--- src/rtl/i2sclk_pkg.sv ---
package i2sclk_pkg;

   typedef enum logic [1:0] {
      ST_IDLE = 2'd0,
      ST_RUN  = 2'd1,
      ST_HALT = 2'd2
   } run_state_t;

   localparam int DEF_DIV_W       = 8;
   localparam int DEF_DIV_MIN     = 2;
   localparam int DEF_DIV_MAX     = 254;
   localparam int DEF_SLOT_NARROW = 16;
   localparam int DEF_SLOT_WIDE   = 32;
   localparam int DEF_MCLK_PER_FS = 256;

   function automatic int max2(input int a, input int b);
      return (a > b) ? a : b;
   endfunction

endpackage

--- src/rtl/i2sclk_cfg_latch.sv ---
module i2sclk_cfg_latch
   import i2sclk_pkg::*;
#(
   parameter int DIV_W   = DEF_DIV_W,
   parameter int DIV_MIN = DEF_DIV_MIN,
   parameter int DIV_MAX = DEF_DIV_MAX
) (
   input  logic             clk,
   input  logic             rst_n,
   input  logic             en,
   input  logic [DIV_W-1:0] div_in,
   input  logic             odd_in,
   input  logic             mclk_in,
   input  logic             wide_in,
   output logic             start,
   output logic             go,
   output logic             run,
   output logic [DIV_W-1:0] div_q,
   output logic             odd_q,
   output logic             mclk_q,
   output logic             wide_q
);

   localparam logic [DIV_W-1:0] LIM_LO = DIV_W'(DIV_MIN);
   localparam logic [DIV_W-1:0] LIM_HI = DIV_W'(DIV_MAX);

   generate
      if (DIV_MIN < 2) begin : g_bad_min
         $error("DIV_MIN must be at least 2");
      end
      if (DIV_MAX >= (1 << DIV_W) || DIV_MAX < DIV_MIN) begin : g_bad_max
         $error("DIV_MAX out of range for DIV_W");
      end
   endgenerate

   run_state_t state;
   logic       cfg_ok;

   assign cfg_ok = (div_in >= LIM_LO) && (div_in <= LIM_HI);
   assign run    = (state == ST_RUN);
   assign go     = run && en;
   assign start  = (state == ST_IDLE) && en && cfg_ok;

   always_ff @(posedge clk or negedge rst_n) begin
      if (!rst_n) begin
         state  <= ST_IDLE;
         div_q  <= '0;
         odd_q  <= 1'b0;
         mclk_q <= 1'b0;
         wide_q <= 1'b0;
      end else begin
         case (state)
            ST_IDLE: begin
               if (en) begin
                  div_q  <= div_in;
                  odd_q  <= odd_in;
                  mclk_q <= mclk_in;
                  wide_q <= wide_in;
                  state  <= cfg_ok ? ST_RUN : ST_HALT;
               end
            end
            default: begin
               if (!en) state <= ST_IDLE;
            end
         endcase
      end
   end

   // the snapshot is frozen for as long as the block keeps running
   p_cfg_frozen_r8: assert property (@(posedge clk) disable iff (!rst_n)
      (run && $past(run)) |-> ($stable(div_q) && $stable(odd_q) &&
                               $stable(mclk_q) && $stable(wide_q)));

   // a parked block does not go back to running while enable stays high
   p_halt_stays_r3: assert property (@(posedge clk) disable iff (!rst_n)
      (state == ST_HALT && en) |=> (state == ST_HALT));

endmodule

--- src/rtl/i2sclk_prescale.sv ---
module i2sclk_prescale #(
   parameter int DIV_W = 8
) (
   input  logic             clk,
   input  logic             rst_n,
   input  logic             start,
   input  logic             go,
   input  logic [DIV_W-1:0] div_q,
   input  logic             odd_q,
   output logic             pre_q,
   output logic             pc_last,
   output logic             pc_half
);

   localparam int N_W = DIV_W + 1;
   localparam logic [N_W-1:0] ONE = N_W'(1);

   logic [N_W-1:0] divisor;
   logic [N_W-1:0] hi_len;
   logic [N_W-1:0] pc;
   logic [N_W-1:0] hcnt;

   assign divisor = {div_q, 1'b0} + {{DIV_W{1'b0}}, odd_q};
   assign hi_len  = divisor - (divisor >> 1);
   assign pc_last = go && (pc == divisor - ONE);
   assign pc_half = go && (pc == hi_len - ONE);

   always_ff @(posedge clk or negedge rst_n) begin
      if (!rst_n) begin
         pc    <= '0;
         pre_q <= 1'b0;
      end else if (start) begin
         pc    <= '0;
         pre_q <= 1'b1;
      end else if (go) begin
         pc <= pc_last ? '0 : pc + ONE;
         if (pc_last)      pre_q <= 1'b1;
         else if (pc_half) pre_q <= 1'b0;
      end else begin
         pc    <= '0;
         pre_q <= 1'b0;
      end
   end

   // length of the current high phase, for the duty-cycle check
   always_ff @(posedge clk or negedge rst_n) begin
      if (!rst_n)     hcnt <= '0;
      else if (pre_q) hcnt <= hcnt + ONE;
      else            hcnt <= '0;
   end

   // the high phase lasts ceil(N/2) cycles
   p_high_len_r2: assert property (@(posedge clk) disable iff (!rst_n)
      (go && $past(go) && $fell(pre_q)) |-> (hcnt == hi_len));

   // the prescaler always starts a new period high
   p_period_restart_r1: assert property (@(posedge clk) disable iff (!rst_n)
      (pc_last) |=> pre_q);

endmodule

--- src/rtl/i2sclk_bitgen.sv ---
module i2sclk_bitgen
   import i2sclk_pkg::*;
#(
   parameter int RATIO_NARROW = 8,
   parameter int RATIO_WIDE   = 4
) (
   input  logic clk,
   input  logic rst_n,
   input  logic start,
   input  logic go,
   input  logic mclk_on,
   input  logic wide,
   input  logic pc_last,
   input  logic pc_half,
   output logic bclk_q,
   output logic bfall
);

   localparam int RMAX = max2(RATIO_NARROW, RATIO_WIDE);
   localparam int BC_W = (RMAX > 2) ? $clog2(RMAX) : 1;

   generate
      if (RATIO_NARROW < 2 || RATIO_WIDE < 2) begin : g_bad_ratio
         $error("bit-clock ratios must be at least 2");
      end
      if ((RATIO_NARROW % 2) != 0 || (RATIO_WIDE % 2) != 0) begin : g_odd_ratio
         $error("bit-clock ratios must be even");
      end
   endgenerate

   logic [BC_W-1:0] bc;
   logic [BC_W-1:0] last_m1;
   logic [BC_W-1:0] half_m1;
   logic            brise;

   always_comb begin
      if (!mclk_on) begin
         last_m1 = '0;
         half_m1 = '0;
      end else if (wide) begin
         last_m1 = BC_W'(RATIO_WIDE - 1);
         half_m1 = BC_W'(RATIO_WIDE / 2 - 1);
      end else begin
         last_m1 = BC_W'(RATIO_NARROW - 1);
         half_m1 = BC_W'(RATIO_NARROW / 2 - 1);
      end
   end

   assign bfall = go && (mclk_on ? (pc_last && bc == half_m1) : pc_half);
   assign brise = go && pc_last && (bc == last_m1);

   always_ff @(posedge clk or negedge rst_n) begin
      if (!rst_n) begin
         bc     <= '0;
         bclk_q <= 1'b0;
      end else if (start) begin
         bc     <= '0;
         bclk_q <= 1'b1;
      end else if (go) begin
         if (pc_last) bc <= (bc == last_m1) ? '0 : bc + BC_W'(1);
         if (brise)      bclk_q <= 1'b1;
         else if (bfall) bclk_q <= 1'b0;
      end else begin
         bc     <= '0;
         bclk_q <= 1'b0;
      end
   end

   // in divided mode the bit clock only moves on a prescaler period boundary
   p_bclk_on_boundary_r4: assert property (@(posedge clk) disable iff (!rst_n)
      (go && mclk_on && !pc_last) |=> $stable(bclk_q));

endmodule

--- src/rtl/i2sclk_wsgen.sv ---
module i2sclk_wsgen #(
   parameter int SLOT_NARROW = 16,
   parameter int SLOT_WIDE   = 32
) (
   input  logic clk,
   input  logic rst_n,
   input  logic start,
   input  logic go,
   input  logic wide,
   input  logic bfall,
   output logic ws_q,
   output logic strobe_q
);

   localparam int SC_W = $clog2(2 * SLOT_WIDE);

   generate
      if (SLOT_NARROW < 1 || SLOT_WIDE < SLOT_NARROW) begin : g_bad_slot
         $error("slot widths must satisfy 1 <= narrow <= wide");
      end
   endgenerate

   logic [SC_W-1:0] bitc;
   logic [SC_W-1:0] bitc_nx;
   logic [SC_W-1:0] slot;
   logic [SC_W-1:0] frame_m1;

   assign slot     = wide ? SC_W'(SLOT_WIDE) : SC_W'(SLOT_NARROW);
   assign frame_m1 = wide ? SC_W'(2 * SLOT_WIDE - 1) : SC_W'(2 * SLOT_NARROW - 1);
   assign bitc_nx  = (bitc == frame_m1) ? '0 : bitc + SC_W'(1);

   always_ff @(posedge clk or negedge rst_n) begin
      if (!rst_n) begin
         bitc     <= '0;
         ws_q     <= 1'b0;
         strobe_q <= 1'b0;
      end else if (start) begin
         bitc     <= '0;
         ws_q     <= 1'b0;
         strobe_q <= 1'b1;
      end else if (go) begin
         strobe_q <= 1'b0;
         if (bfall) begin
            bitc     <= bitc_nx;
            ws_q     <= (bitc_nx >= slot);
            strobe_q <= (bitc_nx == '0);
         end
      end else begin
         bitc     <= '0;
         ws_q     <= 1'b0;
         strobe_q <= 1'b0;
      end
   end

   // the frame strobe always marks the left slot
   p_strobe_left_r7: assert property (@(posedge clk) disable iff (!rst_n)
      strobe_q |-> !ws_q);

   // the strobe is never longer than one cycle
   p_strobe_single_r7: assert property (@(posedge clk) disable iff (!rst_n)
      strobe_q |=> !strobe_q);

endmodule

--- src/rtl/i2s_mclk_gen.sv ---
module i2s_mclk_gen
   import i2sclk_pkg::*;
#(
   parameter int DIV_W       = DEF_DIV_W,
   parameter int DIV_MIN     = DEF_DIV_MIN,
   parameter int DIV_MAX     = DEF_DIV_MAX,
   parameter int SLOT_NARROW = DEF_SLOT_NARROW,
   parameter int SLOT_WIDE   = DEF_SLOT_WIDE,
   parameter int MCLK_PER_FS = DEF_MCLK_PER_FS
) (
   input  logic             clk,
   input  logic             rst_n,
   input  logic             en,
   input  logic [DIV_W-1:0] div_cfg,
   input  logic             odd_cfg,
   input  logic             mclk_mode,
   input  logic             wide_mode,
   output logic             mclk_o,
   output logic             bclk_o,
   output logic             ws_o,
   output logic             frame_o
);

   localparam int RATIO_NARROW = MCLK_PER_FS / (2 * SLOT_NARROW);
   localparam int RATIO_WIDE   = MCLK_PER_FS / (2 * SLOT_WIDE);

   generate
      if (RATIO_NARROW * 2 * SLOT_NARROW != MCLK_PER_FS) begin : g_bad_narrow
         $error("MCLK_PER_FS must be a multiple of two narrow slots");
      end
      if (RATIO_WIDE * 2 * SLOT_WIDE != MCLK_PER_FS) begin : g_bad_wide
         $error("MCLK_PER_FS must be a multiple of two wide slots");
      end
   endgenerate

   logic             start, go, run;
   logic [DIV_W-1:0] div_q;
   logic             odd_q, mclk_q, wide_q;
   logic             pre_q, pc_last, pc_half;
   logic             bclk_q, bfall;
   logic             ws_q, strobe_q;

   i2sclk_cfg_latch #(
      .DIV_W   (DIV_W),
      .DIV_MIN (DIV_MIN),
      .DIV_MAX (DIV_MAX)
   ) u_cfg (
      .clk     (clk),
      .rst_n   (rst_n),
      .en      (en),
      .div_in  (div_cfg),
      .odd_in  (odd_cfg),
      .mclk_in (mclk_mode),
      .wide_in (wide_mode),
      .start   (start),
      .go      (go),
      .run     (run),
      .div_q   (div_q),
      .odd_q   (odd_q),
      .mclk_q  (mclk_q),
      .wide_q  (wide_q)
   );

   i2sclk_prescale #(
      .DIV_W (DIV_W)
   ) u_pre (
      .clk     (clk),
      .rst_n   (rst_n),
      .start   (start),
      .go      (go),
      .div_q   (div_q),
      .odd_q   (odd_q),
      .pre_q   (pre_q),
      .pc_last (pc_last),
      .pc_half (pc_half)
   );

   i2sclk_bitgen #(
      .RATIO_NARROW (RATIO_NARROW),
      .RATIO_WIDE   (RATIO_WIDE)
   ) u_bit (
      .clk     (clk),
      .rst_n   (rst_n),
      .start   (start),
      .go      (go),
      .mclk_on (mclk_q),
      .wide    (wide_q),
      .pc_last (pc_last),
      .pc_half (pc_half),
      .bclk_q  (bclk_q),
      .bfall   (bfall)
   );

   i2sclk_wsgen #(
      .SLOT_NARROW (SLOT_NARROW),
      .SLOT_WIDE   (SLOT_WIDE)
   ) u_ws (
      .clk      (clk),
      .rst_n    (rst_n),
      .start    (start),
      .go       (go),
      .wide     (wide_q),
      .bfall    (bfall),
      .ws_q     (ws_q),
      .strobe_q (strobe_q)
   );

   assign mclk_o  = pre_q & mclk_q;
   assign bclk_o  = bclk_q;
   assign ws_o    = ws_q;
   assign frame_o = strobe_q;

   // nothing toggles unless the block is running
   p_quiet_stopped_r9: assert property (@(posedge clk) disable iff (!rst_n)
      !run |-> (!mclk_o && !bclk_o && !ws_o && !frame_o));

   // without master clock the bit clock is the prescaler waveform
   p_bclk_direct_r5: assert property (@(posedge clk) disable iff (!rst_n)
      (run && !mclk_q) |-> (bclk_o == pre_q));

   // word select only moves together with a falling bit clock
   p_ws_on_fall_r6: assert property (@(posedge clk) disable iff (!rst_n)
      (run && $past(run) && (ws_o != $past(ws_o))) |-> $fell(bclk_o));

endmodule

--- config.mk ---
export PLATFORM = sky130hd
export DESIGN_NAME = i2s_mclk_gen
export DESIGN_NICKNAME = d
export VERILOG_FILES = /design/src/rtl/i2sclk_pkg.sv /design/src/rtl/i2sclk_cfg_latch.sv /design/src/rtl/i2sclk_prescale.sv /design/src/rtl/i2sclk_bitgen.sv /design/src/rtl/i2sclk_wsgen.sv /design/src/rtl/i2s_mclk_gen.sv
export SDC_FILE = /design/constraint.sdc
export NUM_CORES = 1
export LEC_CHECK = 0
export BUFFER_PORTS_ARGS = -buffer_cell sky130_fd_sc_hd__buf_2
export CAP_MARGIN = 40
export CORE_ASPECT_RATIO = 2
export CORE_MARGIN = 3
export CORE_UTILIZATION = 55
export DETAILED_ROUTE_END_ITERATION = 16
export PLACE_DENSITY = 0.83
export SYNTH_ARGS = -nofsm -noshare
export SYNTH_HDL_FRONTEND = slang
export SYNTH_SLANG_ARGS = --single-unit
export TNS_END_PERCENT = 20
--- constraint.sdc ---
create_clock -name clk -period 2.5 [get_ports clk]
set_input_delay 0.5 -clock clk [delete_from_list [all_inputs] [get_ports clk]]
set_output_delay 0.5 -clock clk [all_outputs]
set_load 0.05 [all_outputs]
### Word-level counts from Yosys, hierarchy flattened

Index checks and enable logic that the tools add are counted.

* magnitude comparators: 3
* reductions and logical operators: 14
* add/sub/neg operators: 7
* eq/ne operators: 12
* muxes and demuxes: 36
* bitwise operators: 1

Operators with widths (number)
* 6-bit two-way mux: 6
* 9-bit two-way mux: 3
* 3-bit two-way mux: 7
* 9-bit equality test: 2
* 9-bit by 1-bit subtractor with 9-bit output, second input constant: 2
* 1-bit two-way mux: 15
* 1-bit logical AND: 10
* 2-bit two-way mux: 5
* 9-bit by 1-bit adder with 9-bit output: 1
* 9-bit by 1-bit adder with 9-bit output, second input constant: 1
* 9-bit by 8-bit subtractor with 9-bit output: 1
* 8-bit by 2-bit greater-or-equal comparator with 1-bit output, second input constant: 1
* 8-bit less-or-equal comparator, second input constant: 1
* 4-bit != test, second input constant: 2
* 6-bit by 1-bit adder with 6-bit output, second input constant: 1
* 3-bit equality test: 2
* 6-bit equality test: 1
* 6-bit greater-or-equal comparator: 1
* 6-bit logical NOT: 1
* 3-bit != test, second input constant: 2
* 2-bit AND reduction: 2
* 3-bit by 1-bit adder with 3-bit output, second input constant: 1
* 2-bit by 1-bit equality test with 1-bit output, second input constant: 1
* 2-bit logical NOT: 1
* other kinds (3): 3

* register bits after elaboration: 35
* input bits: 14
* output and inout bits: 4

### Logic depth before layout (Yosys ltp)

* word-level depth: 11
* depth in mapped cells: 12
* mapped depth without buffers: 11

### Hierarchy

From an unflattened synthesis, not the netlist that was laid out.

* cell total of the unflattened synthesis: 284
* area, all modules: 2772.7 sq um

Modules (own cells, without submodules)
* i2sclk_prescale: cells an instance 153, times used 1, area each 1313.8 sq um, sequential area each 250.2 sq um
* i2sclk_wsgen: cells an instance 59, times used 1, area each 599.3 sq um, sequential area each 200.2 sq um
* i2sclk_cfg_latch: cells an instance 41, times used 1, area each 559.3 sq um, sequential area each 325.3 sq um
* i2sclk_bitgen: cells an instance 30, times used 1, area each 294.0 sq um, sequential area each 100.1 sq um
* i2s_mclk_gen: cells an instance 1, times used 1, area each 6.3 sq um, sequential area each 0.0 sq um

### Worst setup path after synthesis

Ideal clock, no wire load.

* path kind: register to register
* from: register u_cfg.div_q[0]
* to: register u_ws.bitc[3]
* buffers on the path: 1
* clock period less this slack: 2.586 ns
* required time: 2.373 ns
* arrival: 2.459 ns
* library setup time: 0.127 ns
* stages on the path, launching flop included: 12
* slack: -0.086 ns
* path through: dfrtp_1 -> inv_1 -> ha_1 -> fa_1 -> xnor2_1 -> nand4_1 -> a2111oi_4 -> nand4b_1 -> o32a_1 -> buf_4 -> o211ai_1 -> o21ai_1

* word-level cells in the longest chain between the ends: 8

RTL lines
* from (decl): RTL line i2sclk_cfg_latch.sv:18 `output logic [DIV_W-1:0] div_q,`
* from (signal assigned): RTL line i2sclk_cfg_latch.sv:55 `div_q <= div_in;`
* 9-bit by 1-bit adder with 9-bit output (*): RTL line i2sclk_prescale.sv:23 `assign divisor = {div_q, 1'b0} + {{DIV_W{1'b0}}, odd_q};`
* 9-bit by 8-bit subtractor with 9-bit output / 9-bit by 1-bit subtractor with 9-bit output (equally long branches): RTL line i2sclk_prescale.sv:24, i2sclk_prescale.sv:25
* 9-bit by 1-bit subtractor with 9-bit output / 9-bit equality test (equally long branches): RTL line i2sclk_prescale.sv:26, i2sclk_prescale.sv:25
* 9-bit equality test / 1-bit logical AND (equally long branches): RTL line i2sclk_prescale.sv:26, i2sclk_prescale.sv:25
* 1-bit logical AND, on equally long branches: RTL line i2sclk_prescale.sv:26, i2sclk_bitgen.sv:49
* 1-bit two-way mux (*): RTL line i2sclk_bitgen.sv:49 `assign bfall = go && (mclk_on ? (pc_last && bc == half_m1) : pc_half);`
* 1-bit logical AND (*): RTL line i2sclk_bitgen.sv:49
* 3-bit != test (no source line) (*)
* to (signal assigned): RTL line i2sclk_wsgen.sv:44 `bitc <= bitc_nx;`
* to (decl): RTL line i2sclk_wsgen.sv:23 `logic [SC_W-1:0] bitc;`

Mark *: on every way between the ends. The rest lies on a longest branch, timed or not.
A chain may end at the register's enable or synchronous reset.

### Worst setup path after layout

* from: register u_cfg.div_q[4]
* to: register u_ws.bitc[3]

The elaborated chain is that of the path after synthesis.

==> impl_results.md <==
- Status: finished with violations
- Failing checks: negative setup slack
- Setup ws final: -0.427 ns
- Comb pwr share: 0.743
- Max_cap viols: 0
- Die Y: 104 um
- Share of cells above drive strength 1: 0.316
- Drt drc: 0
- Placed instance area: 3170 um^2
- Placer Congestion: 0.939
- Via density: 6.17
- Post-Route WL: 8360 um
- Boundary Pins: 18
- Post-Place Cells: 411
- Reg power frac: 0.174
- Unrepaired setup endpoints after global routing: yes
- EDFF count, synth: 0
- Post-Syn Nets: 329
- Hold Fails Final Rpt: 0
- Buffers on Ports: 17
- Cell-internal power: 2.53 mW
- Root buf cell: clkbuf_8
- Data arrival, critical path: 3.09 ns
- Final net count: 407
- Critical Path Start Type: flop
- Tightest Pin Transition: 0.781 ns
- Worst-Skew Late Latency: 0.28 ns
- FP Rows: 35
- Post-CTS Hold Fix Bufs: 0
- Fin crit period: 2.93 ns
- Slew Viols, Final: 0
- Die ar.: 5710 um^2
- VDD IR max: 0.911 mV
- Die X: 55.0 um
- Area growth from synthesis to layout: 30.1%
- Fin crit share: 1.17
- Post-synthesis area per instance: 9.09 um^2
- Power density cells: 1340 nW/um^2
- Num CTS Buffers: 5
- Cell Area, Synth: 2640 um^2
- Initial Util: 0.574
- Max FO, Critical Path: 5
- FF+latch area: 876 um^2
- First-pass iteration count of the detailed router: 5
- Clock share of power: 0.082
- Pleak: 1.56 nW
- Largest net degree at the start of global routing: 36
- Clock sink count: 35
- Fin area: 3430 um^2
- CTS HTree Levels: 2
- Post-DRT Antenna Nets: 0
- P_sw: 2.08 mW
- Setup violations, final: 9
- Sequential area share after synthesis: 0.332
- Top_reg_cell synth: dfrtp_1
- Core area: 4600 um^2
- Synth unique cells: 55
- TritonCTS clock tree: done
- Inserted Diodes: 0
- Sw Ratio: 0.452
- Wire length per cell: 19.8 um
- Vias in the first global route: 2797
- Hold Slack: 0.291 ns
- Drt initial violations: 86
- Via Count: 2604
- Required @ worst endpoint: 2.67 ns
- R2R cell count: 11
- GRT Util Overall: 0.329
- Final Total Pwr: 4.61 mW
- Synth warnings: 0
- Post-synthesis register bit count: 35
- Initial antenna violation count: 0
- Grt total ovfl: 0
- DP HPWL: 5770 um
- Layout Skew: 0.00760 ns
- Post-Layout Cell Count: 422
- Fmax: 342 MHz
- Clock Path Buffers: 2
- Fillers: 286
- First-pass GRT wire length: 13600 um
- Mapped Cells: 290
- CP endpoint kind: flop
- Worst setup path class: flop to flop
- Min-delay worst type: input port to async pin
- Asr flop ratio synth: 1.00
- Worst-path clk slew: 0.07 ns
- Multi-input logic area: 1810 um^2
- Slew HR: 0.479
==> placed cells by master, fill, tap and decap left out, types with 6 or more instances in the layout <==
master / n
nor2_1: 25
ha_1: 20
nand4_1: 7
xnor2_1: 15
inv_1: 11
dfrtp_1: 35
a21oi_1: 11
nand2_1: 23
nand3_1: 12
o21ai_1: 6
nand3b_1: 6
xor2_1: 13
o21ai_0: 12
buf_2: 17
buf_4: 60
nor3_1: 6
==> worst max-delay path, stage by stage, from the launching register on <==
cell	delay, ns
dfrtp_1	0.37
inv_1	0.19
ha_2	0.38
nor3b_1	0.16
nor3_1	0.30
o22ai_2	0.15
xnor2_1	0.22
nand4b_1	0.28
buf_4	0.24
o32a_4	0.21
o211ai_1	0.22
o21ai_1	0.10
==> sequential cells by signal, summed over array words and instances (netlist names), 2 cells and up <==
signal	count
u_bit.bc	3
u_cfg.state	2
u_pre.pc	9
u_cfg.div_q	8
u_ws.bitc	6
==> power groups by stage <==
stage / Clock [mW] / Combinational [mW] / Sequential, mW
after global routing: 0.403 / 3.66 / 0.819
after detailed placement: 0 / 2.97 / 0.797
after floorplan: 0 / 1.69 / 0.839
final: 0.380 / 3.43 / 0.804
after global placement: 0 / 2.86 / 0.789
after CTS: 0.378 / 3.18 / 0.791
==> repair_timing <==
| item | 4_1_cts | 5_1_grt |
|---|---|---|
| setup buffers | 3 | 1 |
| cloned | 1 | 0 |
| setup endpoints to repair | 8 | 11 |
| gates resized for setup | 12 | 18 |
| pin swaps | 11 | 8 |
==> through the flow <==
| stage | setup TNS [ns] | worst slack [ns] | utilization |
|---|---|---|---|
| global placement | -1.64 | -0.282 | 0.690 |
| global route | -3.75 | -0.499 | 0.746 |
| floorplan | 0 | 0.00420 | - |
| CTS | -1.67 | -0.297 | 0.730 |
| detailed placement | -2.29 | -0.364 | 0.690 |
| finish | -3.07 | -0.427 | 0.746 |
==> synth_stat cells (all sizes together), types with 4 or more instances <==
cell type | number | share of area
xor2 | 16 | 0.059
a21o | 5 | 0.014
or3 | 4 | 0.0095
xnor2 | 17 | 0.056
inv | 16 | 0.023
mux2i | 5 | 0.019
nor2 | 26 | 0.037
ha | 24 | 0.11
a211oi | 5 | 0.016
nand3 | 12 | 0.023
nand2 | 23 | 0.033
nand3b | 6 | 0.017
nor2b | 4 | 0.0095
nor3 | 6 | 0.011
a21oi | 13 | 0.025
nand4 | 7 | 0.017
dfrtp | 35 | 0.33
buf | 5 | 0.015
o21ai | 18 | 0.034
==> cells by family (layout without fill, tap and decap cells) <==
| kind of cell | Yosys count | count (layout) | share of synthesized area |
|---|---|---|---|
| flip-flops | 35 | 35 | 0.332 |
| adder cells (fa/ha/maj) | 25 | 25 | 0.121 |
| XOR/XNOR | 33 | 33 | 0.115 |
| AND/OR/NAND/NOR | 104 | 104 | 0.204 |
| multiplexers | 6 | 6 | 0.0232 |
| buffers and inverters | 24 | 100 | 0.0417 |
| AO/OA/AOI/OAI | 63 | 64 | 0.162 |
==> routing by layer <==
layer,GRT usage,wire length (um)
met1,0.334,2660
met2,0.564,4550
met3,0.0488,422
met4,0.231,718
met5,0,0
==> cell type report <==
type,count,share of cell area
inverter,16,0.0175
timing repair buffer,78,0.159
multi-input combinational,232,0.527
sequential,35,0.255
tap,55,0.0201
clock buffer,6,0.0212
==> final timing paths <==
path / end / slack (ns) / start
worst min register to register: u_cfg.state[1] / 0.55 / u_cfg.state[1]
worst max register to register: u_ws.bitc[3] / -0.43 / u_cfg.div_q[4]
worst min-delay path: u_pre.pc[6] / 0.29 / rst_n
min in group clk: u_cfg.wide_q / 0.43 / wide_mode
max in group asynchronous: u_ws.strobe_q / 1.71 / rst_n
worst max-delay path: u_ws.bitc[3] / -0.43 / u_cfg.div_q[4]
Power figures use the tool's default switching activity.
